### src/rtl/rq_pkg.sv
package rq_pkg;
  typedef enum logic [1:0] {
    KIND_REG    = 2'd0,
    KIND_STORE  = 2'd1,
    KIND_BRANCH = 2'd2
  } kind_e;
endpackage

### src/rtl/rq_ring.sv
module rq_ring #(
  parameter int DEPTH = 8,
  localparam int PTR_W = $clog2(DEPTH),
  localparam int CNT_W = $clog2(DEPTH + 1)
) (
  input  logic             clk,
  input  logic             rst,
  input  logic             push,
  input  logic             pop,
  input  logic             clear,
  output logic [PTR_W-1:0] head,
  output logic [PTR_W-1:0] tail,
  output logic [CNT_W-1:0] count,
  output logic             full,
  output logic             empty
);
  function automatic logic [PTR_W-1:0] step(input logic [PTR_W-1:0] p);
    return (p == PTR_W'(DEPTH - 1)) ? '0 : p + 1'b1;
  endfunction

  always_ff @(posedge clk) begin
    if (rst || clear) begin
      head  <= '0;
      tail  <= '0;
      count <= '0;
    end else begin
      if (pop)  head <= step(head);
      if (push) tail <= step(tail);
      count <= count + CNT_W'(push) - CNT_W'(pop);
    end
  end

  assign full  = (count == CNT_W'(DEPTH));
  assign empty = (count == '0);

  // occupancy bound and no push into a full ring
  a_r3_no_overflow: assert property (@(posedge clk) disable iff (rst)
    count <= CNT_W'(DEPTH));
  a_r3_push_when_room: assert property (@(posedge clk) disable iff (rst)
    push |-> !full);
  // nothing retires from an empty ring
  a_r5_pop_needs_entry: assert property (@(posedge clk) disable iff (rst)
    pop |-> !empty);
endmodule

### src/rtl/rq_slots.sv
module rq_slots
  import rq_pkg::*;
#(
  parameter int DEPTH  = 8,
  parameter int DATA_W = 32,
  parameter int AREG_W = 5,
  localparam int TAG_W = $clog2(DEPTH)
) (
  input  logic              clk,
  input  logic              rst,
  input  logic              clear,
  input  logic              wr_en,
  input  logic [TAG_W-1:0]  wr_tag,
  input  kind_e             wr_kind,
  input  logic [AREG_W-1:0] wr_dest,
  input  logic              res_en,
  input  logic [TAG_W-1:0]  res_tag,
  input  logic [DATA_W-1:0] res_data,
  input  logic              res_mispred,
  input  logic              res_fault,
  input  logic              rel_en,
  input  logic [TAG_W-1:0]  rd_tag,
  output logic              rd_live,
  output logic              rd_done,
  output kind_e             rd_kind,
  output logic [AREG_W-1:0] rd_dest,
  output logic [DATA_W-1:0] rd_data,
  output logic              rd_mispred,
  output logic              rd_fault
);
  typedef struct packed {
    kind_e             kind;
    logic [AREG_W-1:0] dest;
  } meta_t;

  meta_t             meta_mem [DEPTH];
  logic [DATA_W-1:0] val_mem  [DEPTH];
  logic [DEPTH-1:0]  live, done, mis, flt;

  // storage without reset, one write port each, so it maps onto memory
  always_ff @(posedge clk) begin
    if (wr_en) meta_mem[wr_tag] <= '{kind: wr_kind, dest: wr_dest};
  end

  always_ff @(posedge clk) begin
    if (res_en) val_mem[res_tag] <= res_data;
  end

  always_ff @(posedge clk) begin
    if (rst || clear) begin
      live <= '0;
    end else begin
      if (rel_en) live[rd_tag] <= 1'b0;
      if (wr_en)  live[wr_tag] <= 1'b1;
    end
  end

  always_ff @(posedge clk) begin
    if (rst) begin
      done <= '0;
      mis  <= '0;
      flt  <= '0;
    end else begin
      if (wr_en) begin
        done[wr_tag] <= 1'b0;
        mis[wr_tag]  <= 1'b0;
        flt[wr_tag]  <= 1'b0;
      end
      if (res_en) begin
        done[res_tag] <= 1'b1;
        mis[res_tag]  <= res_mispred;
        flt[res_tag]  <= res_fault;
      end
    end
  end

  assign rd_live    = live[rd_tag];
  assign rd_done    = done[rd_tag];
  assign rd_kind    = meta_mem[rd_tag].kind;
  assign rd_dest    = meta_mem[rd_tag].dest;
  assign rd_data    = val_mem[rd_tag];
  assign rd_mispred = mis[rd_tag];
  assign rd_fault   = flt[rd_tag];

  // results only target live, not yet completed slots
  a_r4_result_to_live: assert property (@(posedge clk) disable iff (rst)
    res_en |-> live[res_tag]);
  a_r4_single_result: assert property (@(posedge clk) disable iff (rst)
    res_en |-> !done[res_tag]);
  // a new slot is never handed out while still live
  a_r2_alloc_free_slot: assert property (@(posedge clk) disable iff (rst)
    wr_en |-> !live[wr_tag]);
endmodule

### src/rtl/retire_queue.sv
module retire_queue
  import rq_pkg::*;
#(
  parameter int DEPTH  = 8,
  parameter int DATA_W = 32,
  parameter int AREG_W = 5,
  localparam int TAG_W = $clog2(DEPTH),
  localparam int CNT_W = $clog2(DEPTH + 1)
) (
  input  logic              clk,
  input  logic              rst,
  input  logic              alloc_req,
  input  logic [1:0]        alloc_kind,
  input  logic [AREG_W-1:0] alloc_dest,
  output logic              alloc_ready,
  output logic [TAG_W-1:0]  alloc_tag,
  input  logic              res_valid,
  input  logic [TAG_W-1:0]  res_tag,
  input  logic [DATA_W-1:0] res_data,
  input  logic              res_mispred,
  input  logic              res_fault,
  output logic              rf_we,
  output logic [AREG_W-1:0] rf_idx,
  output logic [DATA_W-1:0] rf_data,
  output logic              st_we,
  output logic [AREG_W-1:0] st_addr,
  output logic [DATA_W-1:0] st_data,
  output logic              flush,
  output logic              fault,
  output logic [TAG_W-1:0]  fault_tag
);
  logic [TAG_W-1:0]  head, tail;
  logic [CNT_W-1:0]  count;
  logic              full, empty;
  logic              push, retire, kill, head_ok;
  logic              h_live, h_done, h_mis, h_flt;
  kind_e             h_kind;
  logic [AREG_W-1:0] h_dest;
  logic [DATA_W-1:0] h_data;

  assign head_ok = !empty && h_live && h_done;
  assign kill    = head_ok && (h_flt || (h_kind == KIND_BRANCH && h_mis));
  assign retire  = head_ok && !kill;
  assign push    = alloc_req && !full && !kill;

  rq_ring #(.DEPTH(DEPTH)) u_ring (
    .clk   (clk),
    .rst   (rst),
    .push  (push),
    .pop   (retire),
    .clear (kill),
    .head  (head),
    .tail  (tail),
    .count (count),
    .full  (full),
    .empty (empty)
  );

  rq_slots #(.DEPTH(DEPTH), .DATA_W(DATA_W), .AREG_W(AREG_W)) u_slots (
    .clk         (clk),
    .rst         (rst),
    .clear       (kill),
    .wr_en       (push),
    .wr_tag      (tail),
    .wr_kind     (kind_e'(alloc_kind)),
    .wr_dest     (alloc_dest),
    .res_en      (res_valid),
    .res_tag     (res_tag),
    .res_data    (res_data),
    .res_mispred (res_mispred),
    .res_fault   (res_fault),
    .rel_en      (retire),
    .rd_tag      (head),
    .rd_live     (h_live),
    .rd_done     (h_done),
    .rd_kind     (h_kind),
    .rd_dest     (h_dest),
    .rd_data     (h_data),
    .rd_mispred  (h_mis),
    .rd_fault    (h_flt)
  );

  assign alloc_ready = !full;
  assign alloc_tag   = tail;

  always_ff @(posedge clk) begin
    if (rst) begin
      rf_we     <= 1'b0;
      rf_idx    <= '0;
      rf_data   <= '0;
      st_we     <= 1'b0;
      st_addr   <= '0;
      st_data   <= '0;
      flush     <= 1'b0;
      fault     <= 1'b0;
      fault_tag <= '0;
    end else begin
      rf_we <= retire && (h_kind == KIND_REG);
      st_we <= retire && (h_kind == KIND_STORE);
      if (retire) begin
        rf_idx  <= h_dest;
        rf_data <= h_data;
        st_addr <= h_dest;
        st_data <= h_data;
      end
      flush <= kill;
      fault <= head_ok && h_flt;
      if (head_ok && h_flt) fault_tag <= head;
    end
  end

  // flush is a single-cycle pulse and leaves the buffer empty
  a_r7_flush_pulse: assert property (@(posedge clk) disable iff (rst)
    flush |=> !flush);
  a_r7_flush_empty: assert property (@(posedge clk) disable iff (rst)
    flush |-> (count == '0 && alloc_tag == '0));
  // a single retirement never drives both write ports
  a_r6_one_port: assert property (@(posedge clk) disable iff (rst)
    !(rf_we && st_we));
  // a fault is always accompanied by a flush, never by a write
  a_r8_fault_flushes: assert property (@(posedge clk) disable iff (rst)
    fault |-> (flush && !rf_we && !st_we));
  // discarded slots produce no write
  a_r7_no_write_on_flush: assert property (@(posedge clk) disable iff (rst)
    flush |-> !(rf_we || st_we));
endmodule

### config.mk
export PLATFORM = sky130hd
export DESIGN_NAME = retire_queue
export DESIGN_NICKNAME = d
export VERILOG_FILES = /design/src/rtl/rq_pkg.sv /design/src/rtl/rq_ring.sv /design/src/rtl/rq_slots.sv /design/src/rtl/retire_queue.sv
export SDC_FILE = /design/constraint.sdc
export NUM_CORES = 1
export LEC_CHECK = 0
export CAP_MARGIN = 10
export CORE_MARGIN = 2
export CORE_UTILIZATION = 40
export DETAILED_ROUTE_END_ITERATION = 10
export DONT_BUFFER_PORTS = 1
export MAX_ROUTING_LAYER = met4
export RECOVER_POWER = 100
export SLEW_MARGIN = 20
export SYNTH_ARGS = -nofsm -noshare
export SYNTH_HDL_FRONTEND = slang
export SYNTH_SLANG_ARGS = --single-unit
### constraint.sdc
create_clock -name clk -period 6.92 [get_ports clk]
set_input_delay 0.692 -clock clk [delete_from_list [all_inputs] [get_ports clk]]
set_output_delay 0.692 -clock clk [all_outputs]
set_load 0.05 [all_outputs]
==> run summary <==
GRT overflow = 0
Die Height = 203.0 um
Prevailing post-synth register cell = edfxtp_1
Crit share post-route = 76.78%
Worst-Margin Slew = 2.921 ns
CP max stage cell = dfxtp_1
Cts hold-fix bufs = 0
Pre-antenna DRT Iters = 8
Most frequent cell after synthesis = edfxtp_1
Placed cells = 1,485
Most common cell on crit path = buf_4
Die area = 0.04119 mm2
Final setup TNS = 0 ns
I/O Pins = 133
Worst setup path category = reg2reg
RSZ-0062 raised after global routing = false
Status = finished with violations
Synthesized area per cell = 15.11 um2
CTS Buf Count = 44
Critical Path, Cell by Cell = buf_4, nor2b_1, a2111oi_0, a41oi_1, a21oi_4, nand2_2, inv_2, buf_4, o221ai_1, o211a_1
Yosys reg bits = 401
Critical Path Max Stage Delay = 1.85 ns
CP Launch Type = register
Failing checks = capacitance limit, slew limit
Clock Tree Root = clkbuf_16
Worst Setup End Kind = register
Port Buf Inserts = 0
Top cell type's share of synthesized area = 59.17%
MaxCap Viol Count = 8
Largest net degree at the start of global routing = 76
DR vias = 8,826
ANT nets after route = 0
Hold Crit Class = in2reg
Final hold vios = 0
Setup Buffers After CTS = 0
Ratio of routed vias to standard cells = 5.636
Syn Inst Count = 1,048
Clk sinks = 401
EDFF count, synth = 312
Core Region = 0.03883 mm2
Relative slew slack = -94.73%
P_leak = 5.613 nW
GRT Total Usage = 19.27%
Final min period = 5.313 ns
VDD IR-drop max = 0.0002004 V
PwrDens = 303.9 mW/mm2
Clk buf depth = 3
Layout cells sized above 1 = 14.79%
Final setup viols = 0
Achievable Freq = 0.1882 GHz
DR WL/cell = 24.77 um
WP buf/inv = 3
Clock skew = 0.01695 ns
Cell Count, Final, Fillers Out = 1,566
Biggest area consumer among synthesized cells = edfxtp_1
Top cells by area, synth = edfxtp_1 (59%), dfxtp_1 (11%), mux2_2 (2.8%)
HPWL after DPL = 22.73 mm
Synth Cell Area = 0.01583 mm2
Nets@finish = 1,072
Initial DRC Count = 855
Layout Area Growth over Synthesis = 10.68%
Residual DRC = 0
Arr. time, crit path = 5.74 ns
Worst-path clk slew = 0.06 ns
Post-synth top cells = edfxtp_1 (312), dfxtp_1 (89), nor2_1 (87)
Starting density of the core = 40.78%
Sequential share of the synthesized area = 70.43%
Warnings from Yosys = 0
Number of global-route vias before repair = 8,940
Row cnt = 72
Hold WS = 0.2343 ns
Worst Path Max Fanout = 75
TritonCTS clock tree = yes
Post-CTS sizing = 0
First-pass GRT wire length = 57.49 mm
Total routed wirelength = 38.80 mm
Worst-Skew Late Latency = 0.55 ns
Pre-CTS setup slack = 2.797 ns
Post-synth ARST share = 0%
Top delay family on crit path = flip-flops
Yosys cell types = 62
Initial antenna violation count = 0
Placed Instance Area = 0.01611 mm2
H-tree depth = 2
GPL Wtd Cong = 0.8135
Die Wd = 203.0 um
Mapped Nets = 1,107
Final setup margin = 1.607 ns
Worst path required time = 7.35 ns
Post-route cell area = 0.01752 mm2
Antenna fix cells = 0
Pins Over Slew Limit = 303
-- placed cells by master (no fill, tap or decap), drive strengths merged, types with 3 or more instances in the layout --
cell type | synthesis | layout
ha | 10 | 10
clkinv | 1 | 13
o221ai | 6 | 6
buf | 69 | 13
nand2b | 7 | 7
and3 | 4 | 4
edfxtp | 312 | 312
a21o | 6 | 6
a31o | 8 | 8
dfxtp | 89 | 89
a222oi | 4 | 4
nand3b | 3 | 3
nand3 | 9 | 9
bufinv | 0 | 4
inv | 22 | 23
o22ai | 5 | 5
o211a | 5 | 5
mux2 | 40 | 40
nor4 | 4 | 4
mux2i | 44 | 44
a21oi | 42 | 42
a22o | 10 | 10
o21ai | 17 | 17
a32oi | 3 | 3
a221oi | 44 | 44
nor2b | 8 | 8
nor2 | 87 | 87
and2 | 5 | 5
nor3 | 15 | 15
a32o | 18 | 18
a211oi | 29 | 29
a22oi | 11 | 11
clkbuf | 34 | 73
nand2 | 34 | 34
o2bb2ai | 3 | 3
a221o | 3 | 3
mux4 | 17 | 17
-- through the flow --
step | utilization (%) | power [mW]
after global routing | 45.13 | 5.489
after detailed placement | 41.50 | 3.035
after floorplan | - | 2.974
after CTS | 45.25 | 5.371
after global placement | 41.50 | 3.026
final | 45.13 | 5.325
-- registers in the layout, indices dropped and copies added (netlist names), 3 cells and up, named ones only --
name              count
fault_tag             3
st_addr               5
st_data              32
u_ring.count          4
u_ring.head           3
u_ring.tail           3
u_slots.done          8
u_slots.flt           8
u_slots.live          8
u_slots.meta_mem     56
u_slots.mis           8
u_slots.val_mem     256
-- layer usage --
metal,GRT usage [%],part of all wire [%]
met1,25.11,43
met2,30.06,47
met3,5.072,8.0
met4,5.005,1.8
met5,-,0
-- worst paths after layout --
check | start | to | slack [ns] | cells after the start
hold reg to reg | u_slots.live[4]$_SDFF_PP0_ | u_slots.live[4]$_SDFF_PP0_ | 0.47 | 2
hold / removal | res_data[19] | u_slots.val_mem[2][19]$_DFFE_PP_ | 0.23 | 0
setup reg to reg | u_ring.head[1]$_SDFFE_PP0P_ | st_data[12]$_SDFFE_PP0P_ | 1.61 | 10
setup / recovery | u_ring.head[1]$_SDFFE_PP0P_ | st_data[12]$_SDFFE_PP0P_ | 1.61 | 10
-- power breakdown --
part,internal (mW),switching [mW]
registers,2.69,0.0734
logic,0.0828,0.142
clock network,1.41,0.927
-- final cells by class --
| cell class | count | area [um2] |
|---|---|---|
| fillers | 3381 | 21300 |
| flip-flops and latches | 401 | 11160 |
| multi-input cells | 521 | 4045 |
| clock buffers | 64 | 1259 |
| well taps | 518 | 648.1 |
| clock inverters | 17 | 197.7 |
| repair buffers | 22 | 131.4 |
| inverters | 23 | 86.33 |
-- worst register-to-register path, stage by stage, from the launching register on --
cell and delay (ns):
dfxtp_1 1.85, buf_4 0.65, nor2b_1 0.13, a2111oi_0 0.58, a41oi_1 0.24, a21oi_4 0.36
nand2_2 0.12, inv_2 0.09, buf_4 0.68, o221ai_1 0.32, o211a_1 0.20
-- cells by family (layout without fill, tap and decap cells) --
kind of cell / Yosys count / count (layout) / synth area share (%)
DFF: 401 / 401 / 70.43
AOI/OAI and AO/OA: 224 / 224 / 10.98
and+or+nand+nor: 183 / 183 / 5.263
buffers and inverters: 126 / 126 / 4.259
muxes: 101 / 101 / 8.045
adders and majority gates: 11 / 11 / 0.9167
xor gates and xnor gates: 2 / 2 / 0.1107
(Power assumes the default switching activity.)
